==> config.mk <==
export PLATFORM = sky130hd
export DESIGN_NAME = sdc_cmd_engine
export DESIGN_NICKNAME = d
export VERILOG_FILES = /design/src/rtl/sdc_cmd_pkg.sv /design/src/rtl/sdc_crc7.sv /design/src/rtl/sdc_tmo_cnt.sv /design/src/rtl/sdc_cmd_engine.sv
export SDC_FILE = /design/constraint.sdc
export NUM_CORES = 1
export LEC_CHECK = 0
export BUFFER_PORTS_ARGS = -buffer_cell sky130_fd_sc_hd__buf_4
export CORE_MARGIN = 3
export CORE_UTILIZATION = 50
export DETAILED_ROUTE_END_ITERATION = 16
export PLACE_DENSITY = 0.71
export SLEW_MARGIN = 20
export SYNTH_ARGS = -nofsm -noshare
export SYNTH_HDL_FRONTEND = slang
export SYNTH_HIERARCHICAL = 1
export SYNTH_SLANG_ARGS = --single-unit
==> constraint.sdc <==
create_clock -name clk -period 4.9 [get_ports clk]
set_input_delay 0.98 -clock clk [delete_from_list [all_inputs] [get_ports clk]]
set_output_delay 0.98 -clock clk [all_outputs]
set_load 0.01 [all_outputs]
==> src/rtl/sdc_cmd_pkg.sv <==
package sdc_cmd_pkg;
   typedef enum logic [1:0] {
      ST_IDLE = 2'd0,
      ST_TX   = 2'd1,
      ST_WAIT = 2'd2,
      ST_RX   = 2'd3
   } eng_state_t;

   typedef enum logic [1:0] {
      RK_NONE      = 2'd0,
      RK_SHORT_CRC = 2'd1,
      RK_SHORT_RAW = 2'd2,
      RK_LONG      = 2'd3
   } resp_kind_t;

   localparam int STAT_IDLE = 0;
   localparam int STAT_RDY  = 1;
   localparam int STAT_TOUT = 2;
   localparam int STAT_CRC  = 3;
endpackage

==> src/rtl/sdc_crc7.sv <==
module sdc_crc7 #(
   parameter int CRC_W = 7,
   parameter logic [CRC_W-1:0] POLY = 7'h09
) (
   input  logic             clk,
   input  logic             rst_n,
   input  logic             clr,
   input  logic             en,
   input  logic             din,
   output logic [CRC_W-1:0] crc
);
   logic fb;
   assign fb = din ^ crc[CRC_W-1];

   always_ff @(posedge clk) begin
      if (!rst_n || clr) begin
         crc <= '0;
      end else if (en) begin
         crc <= {crc[CRC_W-2:0], 1'b0} ^ (fb ? POLY : '0);
      end
   end
endmodule

==> src/rtl/sdc_tmo_cnt.sv <==
module sdc_tmo_cnt #(
   parameter int TMO_W         = 12,
   parameter int TMO_UNIT_LOG2 = 6
) (
   input  logic             clk,
   input  logic             rst_n,
   input  logic             clr,
   input  logic             en,
   input  logic [TMO_W-1:0] tmo,
   output logic             expired
);
   localparam int CNT_W = TMO_W + TMO_UNIT_LOG2;

   logic [CNT_W-1:0] cnt;
   logic [CNT_W-1:0] limit;

   assign limit   = {tmo, {TMO_UNIT_LOG2{1'b0}}};
   assign expired = (cnt >= limit);

   always_ff @(posedge clk) begin
      if (!rst_n || clr) begin
         cnt <= '0;
      end else if (en && !expired) begin
         cnt <= cnt + 1'b1;
      end
   end
endmodule

==> src/rtl/sdc_cmd_engine.sv <==
module sdc_cmd_engine
   import sdc_cmd_pkg::*;
#(
   parameter int WORD_W        = 16,
   parameter int FRAME_WORDS   = 3,
   parameter int LONG_W        = 136,
   parameter int HDR_W         = 8,
   parameter int TMO_W         = 12,
   parameter int TMO_UNIT_LOG2 = 6,
   parameter int CRC_SPAN      = 40,
   parameter int TOGGLE_BIT    = 12,
   parameter bit CHECK_CRC     = 1'b1
) (
   input  logic                      clk,
   input  logic                      rst_n,
   input  logic                      fire_valid,
   input  logic [WORD_W-1:0]         fire_word,
   input  logic [WORD_W-1:0]         frame_hi,
   input  logic [WORD_W-1:0]         frame_mid,
   input  logic [WORD_W-1:0]         frame_lo,
   input  logic [TMO_W-1:0]          tmo_cfg,
   input  logic                      cmd_in,
   output logic                      cmd_out,
   output logic                      cmd_oe,
   output logic [WORD_W-1:0]         status,
   output logic [LONG_W-HDR_W-1:0]   resp_words
);
   localparam int FRAME_W = WORD_W * FRAME_WORDS;
   localparam int STORE_W = LONG_W - HDR_W;
   localparam int CNT_W   = $clog2(LONG_W + 1);
   localparam logic [CNT_W-1:0] LAST_FRAME = CNT_W'(FRAME_W - 1);
   localparam logic [CNT_W-1:0] LAST_LONG  = CNT_W'(LONG_W - 1);
   localparam logic [CNT_W-1:0] CRC_LIMIT  = CNT_W'(CRC_SPAN);

   if (FRAME_W != 48) begin : g_bad_frame
      $error("command frame must be 48 bits");
   end
   if (STORE_W % WORD_W != 0) begin : g_bad_store
      $error("stored response must be a whole number of words");
   end
   if (TOGGLE_BIT >= WORD_W - 1 || TOGGLE_BIT < 2) begin : g_bad_toggle
      $error("toggle bit must sit between kind field and echo bit");
   end
   if (CRC_SPAN + 8 != FRAME_W) begin : g_bad_span
      $error("CRC span must cover the frame minus CRC and end bit");
   end

   eng_state_t        state;
   resp_kind_t        kind_q;
   logic [FRAME_W-1:0] tx_sr;
   logic [LONG_W-1:0] rx_sr;
   logic [LONG_W-1:0] rx_next;
   logic [CNT_W-1:0]  bit_cnt;
   logic [TMO_W-1:0]  tmo_q;
   logic              tog_q;
   logic              idle_q, rdy_q, tout_q, crcerr_q, echo_q;
   logic [STORE_W-1:0] words_q;
   logic              tmo_expired;
   logic              crc_bad;
   logic              crc_clr, crc_en;
   logic              start_seen;
   logic [CNT_W-1:0]  rx_last;

   logic unused_inputs;
   assign unused_inputs = ^{fire_word, rx_sr[LONG_W-1]};

   assign rx_next    = {rx_sr[LONG_W-2:0], cmd_in};
   assign rx_last    = (kind_q == RK_LONG) ? LAST_LONG : LAST_FRAME;
   assign start_seen = (state == ST_WAIT) && !tmo_expired && !cmd_in;

   sdc_tmo_cnt #(
      .TMO_W        (TMO_W),
      .TMO_UNIT_LOG2(TMO_UNIT_LOG2)
   ) u_tmo (
      .clk    (clk),
      .rst_n  (rst_n),
      .clr    (state != ST_WAIT),
      .en     (state == ST_WAIT),
      .tmo    (tmo_q),
      .expired(tmo_expired)
   );

   assign crc_clr = (state == ST_IDLE);
   assign crc_en  = start_seen || ((state == ST_RX) && (bit_cnt < CRC_LIMIT));

   if (CHECK_CRC) begin : g_crc
      logic [6:0] crc_val;
      sdc_crc7 u_crc (
         .clk  (clk),
         .rst_n(rst_n),
         .clr  (crc_clr),
         .en   (crc_en),
         .din  (cmd_in),
         .crc  (crc_val)
      );
      assign crc_bad = (crc_val != rx_next[7:1]);
   end else begin : g_nocrc
      logic unused_crc;
      assign unused_crc = crc_clr ^ crc_en;
      assign crc_bad    = 1'b0;
   end

   always_ff @(posedge clk) begin
      if (!rst_n) begin
         state    <= ST_IDLE;
         kind_q   <= RK_NONE;
         tx_sr    <= '0;
         rx_sr    <= '0;
         bit_cnt  <= '0;
         tmo_q    <= '0;
         tog_q    <= 1'b0;
         idle_q   <= 1'b1;
         rdy_q    <= 1'b0;
         tout_q   <= 1'b0;
         crcerr_q <= 1'b0;
         echo_q   <= 1'b0;
         words_q  <= '0;
      end else begin
         unique case (state)
            ST_IDLE: begin
               if (fire_valid) begin
                  tx_sr    <= {frame_hi, frame_mid, frame_lo};
                  kind_q   <= resp_kind_t'(fire_word[1:0]);
                  tog_q    <= fire_word[TOGGLE_BIT];
                  tmo_q    <= tmo_cfg;
                  bit_cnt  <= '0;
                  idle_q   <= 1'b0;
                  rdy_q    <= 1'b0;
                  tout_q   <= 1'b0;
                  crcerr_q <= 1'b0;
                  state    <= ST_TX;
               end
            end
            ST_TX: begin
               tx_sr   <= {tx_sr[FRAME_W-2:0], 1'b0};
               bit_cnt <= bit_cnt + 1'b1;
               if (bit_cnt == LAST_FRAME) begin
                  if (kind_q == RK_NONE) begin
                     rdy_q  <= 1'b1;
                     idle_q <= 1'b1;
                     echo_q <= tog_q;
                     state  <= ST_IDLE;
                  end else begin
                     state <= ST_WAIT;
                  end
               end
            end
            ST_WAIT: begin
               if (tmo_expired) begin
                  tout_q <= 1'b1;
                  idle_q <= 1'b1;
                  echo_q <= tog_q;
                  state  <= ST_IDLE;
               end else if (!cmd_in) begin
                  rx_sr   <= '0;
                  bit_cnt <= CNT_W'(1);
                  state   <= ST_RX;
               end
            end
            ST_RX: begin
               rx_sr   <= rx_next;
               bit_cnt <= bit_cnt + 1'b1;
               if (bit_cnt == rx_last) begin
                  words_q  <= rx_next[STORE_W-1:0];
                  rdy_q    <= 1'b1;
                  crcerr_q <= (kind_q == RK_SHORT_CRC) && crc_bad;
                  idle_q   <= 1'b1;
                  echo_q   <= tog_q;
                  state    <= ST_IDLE;
               end
            end
            default: state <= ST_IDLE;
         endcase
      end
   end

   assign cmd_oe     = (state == ST_TX);
   assign cmd_out    = (state == ST_TX) ? tx_sr[FRAME_W-1] : 1'b1;
   assign resp_words = words_q;

   always_comb begin
      status            = '0;
      status[STAT_IDLE] = idle_q;
      status[STAT_RDY]  = rdy_q;
      status[STAT_TOUT] = tout_q;
      status[STAT_CRC]  = crcerr_q;
      status[WORD_W-1]  = echo_q;
   end
endmodule

# Word-level counts from Yosys, hierarchy flattened
# Index checks and enable logic that the tools add are counted.
[classes]
n_bitwise = 2
n_eq_ne = 17
magnitude_cmp = 2
mux = 34
n_addsub = 2
n_reduce_logical = 30
[ops]
columns = ["op", "n"]
rows = [
  ["2-to-1 mux 127 bit", 2],
  ["one-hot mux 127 bit (2 select lines)", 1],
  ["one-hot mux 48 bit (2 select lines)", 1],
  ["2-to-1 mux 48 bit", 1],
  ["2-to-1 mux 8 bit", 4],
  ["one-hot mux 8 bit (3 select lines)", 1],
  ["adder 18 x 1 -> 18 bit (second input constant)", 1],
  [">= comparator 18 bit", 1],
  ["AND reduction 5 bit", 3],
  ["2-to-1 mux 2 bit", 6],
  ["AND reduction 3 bit", 4],
  ["2-to-1 mux 1 bit", 11],
  ["inequality test 2 bit (second input constant)", 5],
  ["adder 8 x 1 -> 8 bit (second input constant)", 1],
  ["equality test 8 x 6 -> 1 bit (second input constant)", 1],
  ["equality test 8 bit", 1],
  ["less-than comparator 8 x 6 -> 1 bit (second input constant)", 1],
  ["one-hot mux 2 bit (4 select lines)", 1],
  ["nonzero test 2 bit", 4],
  ["inequality test 7 bit", 1],
  ["XOR 7 bit", 1],
  ["equality test 2 bit (second input constant)", 3],
  ["inequality test 2 x 1 -> 1 bit (second input constant)", 3],
  ["one-hot mux 1 bit (3 select lines)", 2],
  ["other kinds (14)", 27],
]
[totals]
regBits = 358
output_inout_bits = 146
elab_cells = 102

# Longest topological paths before layout
[logic_depth]
depth_word = 5
mapped_depth = 16

# Modules after synthesis
# The synthesis kept the hierarchy.
[modules_own_cells]
columns = ["mod", "cells_per_inst", "n_inst", "area_each_um2"]
rows = [
  ["sdc_cmd_engine", 1479, 1, 13610.6],
  ["sdc_tmo_cnt", 156, 1, 1252.5],
  ["sdc_crc7", 28, 1, 297.8],
]

# Worst setup path before layout
# No wires, ideal clock.
[synth_timing]
kind = "register -> register"
startpoint = "register tmo_q[11]"
endpoint = "register rx_sr[46]"
path_slack_ps = 2292
n_path_buf = 4
path_stages_with_launch = 16
t_arrival_ps = 2543
path_cell_list = "dfxtp_1 -> inv_1 -> ha_1 -> nand4_1 -> nor4_1 -> a21oi_1 -> and3_1 -> buf_6 -> inv_4 -> buf_4 -> nor2_1 -> o21ai_2 -> buf_2 -> buf_2 -> a22oi_1 -> nor2_1"
[synth_between]
elab_chain_cells = 3
[synth_rtl]
columns = ["item", "line", "text"]
rows = [
  ["start, declared", "sdc_cmd_engine.sv:54", "logic [TMO_W-1:0] tmo_q;"],
  ["start signal, assigned", "sdc_cmd_engine.sv:125", "tmo_q <= tmo_cfg;"],
  [">= comparator 18 bit", "sdc_tmo_cnt.sv:18", "assign expired = (cnt >= limit);"],
  ["named net tmo_expired", "sdc_cmd_engine.sv:58", "logic tmo_expired;"],
  ["inequality test 2 bit (no source line)", "n/a", ""],
  ["AND reduction 3 bit (no source line)", "n/a", ""],
  ["end signal, assigned", "sdc_cmd_engine.sv:161", "rx_sr <= rx_next;"],
  ["end, declared", "sdc_cmd_engine.sv:51", "logic [LONG_W-1:0] rx_sr;"],
]
# The timed path passes the listed nets, and every way through them passes these cells.
# A chain may end at the register's enable or synchronous reset.

# Worst setup path in the final report
[layout_timing]
startpoint = "register tmo_q[11]"
endpoint = "register rx_sr[73]"
# Same word-level chain as after synthesis.

==> impl_metrics.env <==
export IMPL_layout_drive_gt1_share_pct=27.01
export IMPL_clockRootBuffer="clkbuf_16"
export IMPL_drc=0
export IMPL_grt_ovfl_total=0
export IMPL_numPortBuffers=201
export IMPL_area_delta_synth_final_pct=17.08
export IMPL_p_per_area_nw_per_um2=359.2
export IMPL_synth_xor_area_share_pct=0.6932
export IMPL_crit_fanout=32
export IMPL_max_stage_delay_ns=0.79
export IMPL_p_leak_nw=6.281
export IMPL_slew_headroom_pct=32.25
export IMPL_power_switching_w=0.001495
export IMPL_yosysTopAreaCell="dfxtp_1"
export IMPL_required_ns=5.34
export IMPL_antenna_found_initial=0
export IMPL_via_per_inst=5.620
export IMPL_timing_fmax_mhz=289.8
export IMPL_grt_pass1_wl_um=58090
export IMPL_grt_max_degree=130
export IMPL_hold_buffers=0
export IMPL_cts_resized=0
export IMPL_gp_congestion=0.7991
export IMPL_max_cap_violations=0
export IMPL_drt_pass1_iterations=6
export IMPL_initial_core_util_pct=50.88
export IMPL_synthFlopType="dfxtp_1"
export IMPL_drt_iter0_markers=919
export IMPL_cts_made_buffers=39
export IMPL_hp_class="reg -> reg"
export IMPL_seqPwrFrac_pct=47.4
export IMPL_clockPowerShare_pct=45.7
export IMPL_grt_pass1_vias=11630
export IMPL_ys_warn_count=6
export IMPL_rsz0062_at_grt="no"
export IMPL_synth_most_common_cell="dfxtp_1"
export IMPL_diodes=0
export IMPL_slew_viol_final=0
export IMPL_slowest_stage="o21ai_4"
export IMPL_synth_seq_cells=358
export IMPL_final_setup_tns_ns=0
export IMPL_post_cts_buffers=0
export IMPL_skew_ns=0.01348
export IMPL_switching_share_pct=23.46
export IMPL_hpwl_um=20790
export IMPL_path_cells="inv_1 -> ha_1 -> nand4_1 -> nor4_1 -> a21oi_1 -> and3_1 -> inv_4 -> nor2_1 -> o21ai_4 -> buf_4 -> a22oi_1 -> nor2_1"
export IMPL_path_clk_slew_ns=0.06
export IMPL_yosys_top_cells_count="dfxtp_1 (358), nor2_1 (193), nand2_1 (150)"
export IMPL_setup_viol=0
export IMPL_netlist_area_leader_share_pct=47.27
export IMPL_cts_max_level=2
export IMPL_track_usage_pct=20.52
export IMPL_clock_path_buffers=3
export IMPL_synth_avg_cell_area_sq_um=9.117
export IMPL_endpoint_kind="flop"
export IMPL_synth_top_family_by_area="compound AO/OA/AOI/OAI gates"
export IMPL_vias=12240
export IMPL_ys_async_sr_fraction_pct=0
export IMPL_coreArea_sq_um=29800
export IMPL_drt_antenna_violating_nets=0
export IMPL_power_internal_w=0.004880
export IMPL_worstSetupStartpointType="flop"
export IMPL_crit_type="reg -> reg"
export IMPL_min_period_over_period_pct=70.41
export IMPL_outcome="completed"
export IMPL_holdWs_ns=0.4544
export IMPL_comb_power_share_pct=6.9
export IMPL_arrival_ns=3.89
export IMPL_clk_latency_ns=0.52
export IMPL_synthTopCellsByArea="dfxtp_1 (47%), a22oi_1 (6.3%), nand3_2 (5.9%)"
export IMPL_synth_cell_type_count=72
export IMPL_clock_sinks=358
export IMPL_synth_edf_count=0
export IMPL_die_y_um=180.1
export IMPL_wire_per_inst_um=16.06
export IMPL_synth_compound_area_share_pct=23.56
export IMPL_crit_top_cell="nor2_1"
export IMPL_wl_um=34990
export IMPL_worst_pin_slew_ns=1.012
export IMPL_ys_seq_area_share_pct=47.27
export IMPL_peakVddDrop_mv=0.2654
export IMPL_dieArea_sq_um=32450
export IMPL_rows=63
export IMPL_synthCells=1663
export IMPL_hold_viol=0
export IMPL_synth_simple_area_share_pct=19.50
export IMPL_synthAdderAreaFrac_pct=1.238
export IMPL_die_w_um=180.1
export IMPL_synth_mux_area_share_pct=0.5282
export IMPL_tritoncts="yes"
export IMPL_ios=226
export IMPL_synthesis_area_sq_um=15160
export IMPL_nets=1853
export IMPL_period_needed_ns=3.450
[per-layer routing]
layer	routed length [um]	track usage [%]	vias to the layer above
met1	16170	28.14	5874
met4	661	5.404	0
li1	-	-	6067
met2	16320	33.17	255
met5	0	0	-
met3	1831	4.340	45
[through the flow]
step           util, %  instances  setup WS, ns  instance area (sq um)  power (W)
2_1_floorplan        -       1673         2.292                  15200   0.003421
3_3_place_gp     55.08       2106         1.508                  16410   0.003513
3_5_place_dp     55.11       2106         1.430                  16420   0.003522
4_1_cts          59.48       2177         1.413                  17720   0.006433
5_1_grt          59.57       2178         1.115                  17750   0.006617
6_report         59.57       2178         1.450                  17750   0.006375
[critical path, delay by kind of cell, from the launching register on]
family	cells	cell delay (ns)
DFF	1	0.32
and+or+nand+nor	5	0.96
AOI/OAI and AO/OA	3	1.02
buffers and inverters	3	0.74
adders and majority gates	1	0.31
[kinds of logic after synthesis]
logic type	count (synthesis)
AND/OR/NAND/NOR	550
XOR/XNOR	12
multiplexers	8
adder cells (fa/ha/maj)	15
flip-flops	358
other	1
AO/OA/AOI/OAI	525
buffers and inverters	194
[final timing paths]
path / from / to / slack, ns / cells past startpoint
max: tmo_q[11]$_SDFFE_PN0P_ / rx_sr[73]$_SDFFE_PN0P_ / 1.45 / 12
min: tmo_q[11]$_SDFFE_PN0P_ / tmo_q[11]$_SDFFE_PN0P_ / 0.45 / 2
max reg2reg: tmo_q[11]$_SDFFE_PN0P_ / rx_sr[73]$_SDFFE_PN0P_ / 1.45 / 12
min reg2reg: tmo_q[11]$_SDFFE_PN0P_ / tmo_q[11]$_SDFFE_PN0P_ / 0.45 / 2
[flip-flops by register name, summed over array words and instances, names as in the netlist, 2 cells and up]
register / count
bit_cnt: 8
state: 2
rx_sr: 127
kind_q: 2
g_crc.u_crc/crc: 7
u_tmo/cnt: 18
tmo_q: 12
resp_words: 128
tx_sr: 48
[power by group through the flow]
stage | sequential [W] | combinational (W) | clock, W
after detailed placement | 0.00308 | 0.000437 | 0
final | 0.00302 | 0.000440 | 0.00291
after CTS | 0.00302 | 0.000439 | 0.00297
after floorplan | 0.00307 | 0.000354 | 0
after global routing | 0.00303 | 0.000496 | 0.00309
after global placement | 0.00308 | 0.000430 | 0
[placed cells by master, fill, tap and decap left out, types with 11 or more instances in the layout]
master / synthesis / final
buf_4: 27 / 212
nand3_1: 48 / 48
a21oi_2: 89 / 89
nand2_1: 150 / 148
nor2_1: 193 / 193
a22oi_1: 127 / 127
a311oi_1: 48 / 48
ha_1: 15 / 15
clkbuf_16: 0 / 40
dfxtp_1: 358 / 358
conb_1: 1 / 11
a21oi_1: 83 / 83
nand3_2: 90 / 90
clkbuf_8: 0 / 13
inv_1: 17 / 17
o21ai_0: 138 / 138
[layout make-up]
cell class / count / area [sq um]
inverters: 20 / 85.08
clock inverters: 9 / 87.58
well taps: 390 / 488.0
flip-flops and latches: 358 / 7167
multi-input cells: 1121 / 6989
fillers: 2576 / 12050
clock buffers: 62 / 1214
repair buffers: 218 / 1719
Note: power is estimated with default switching activity, not from simulation.
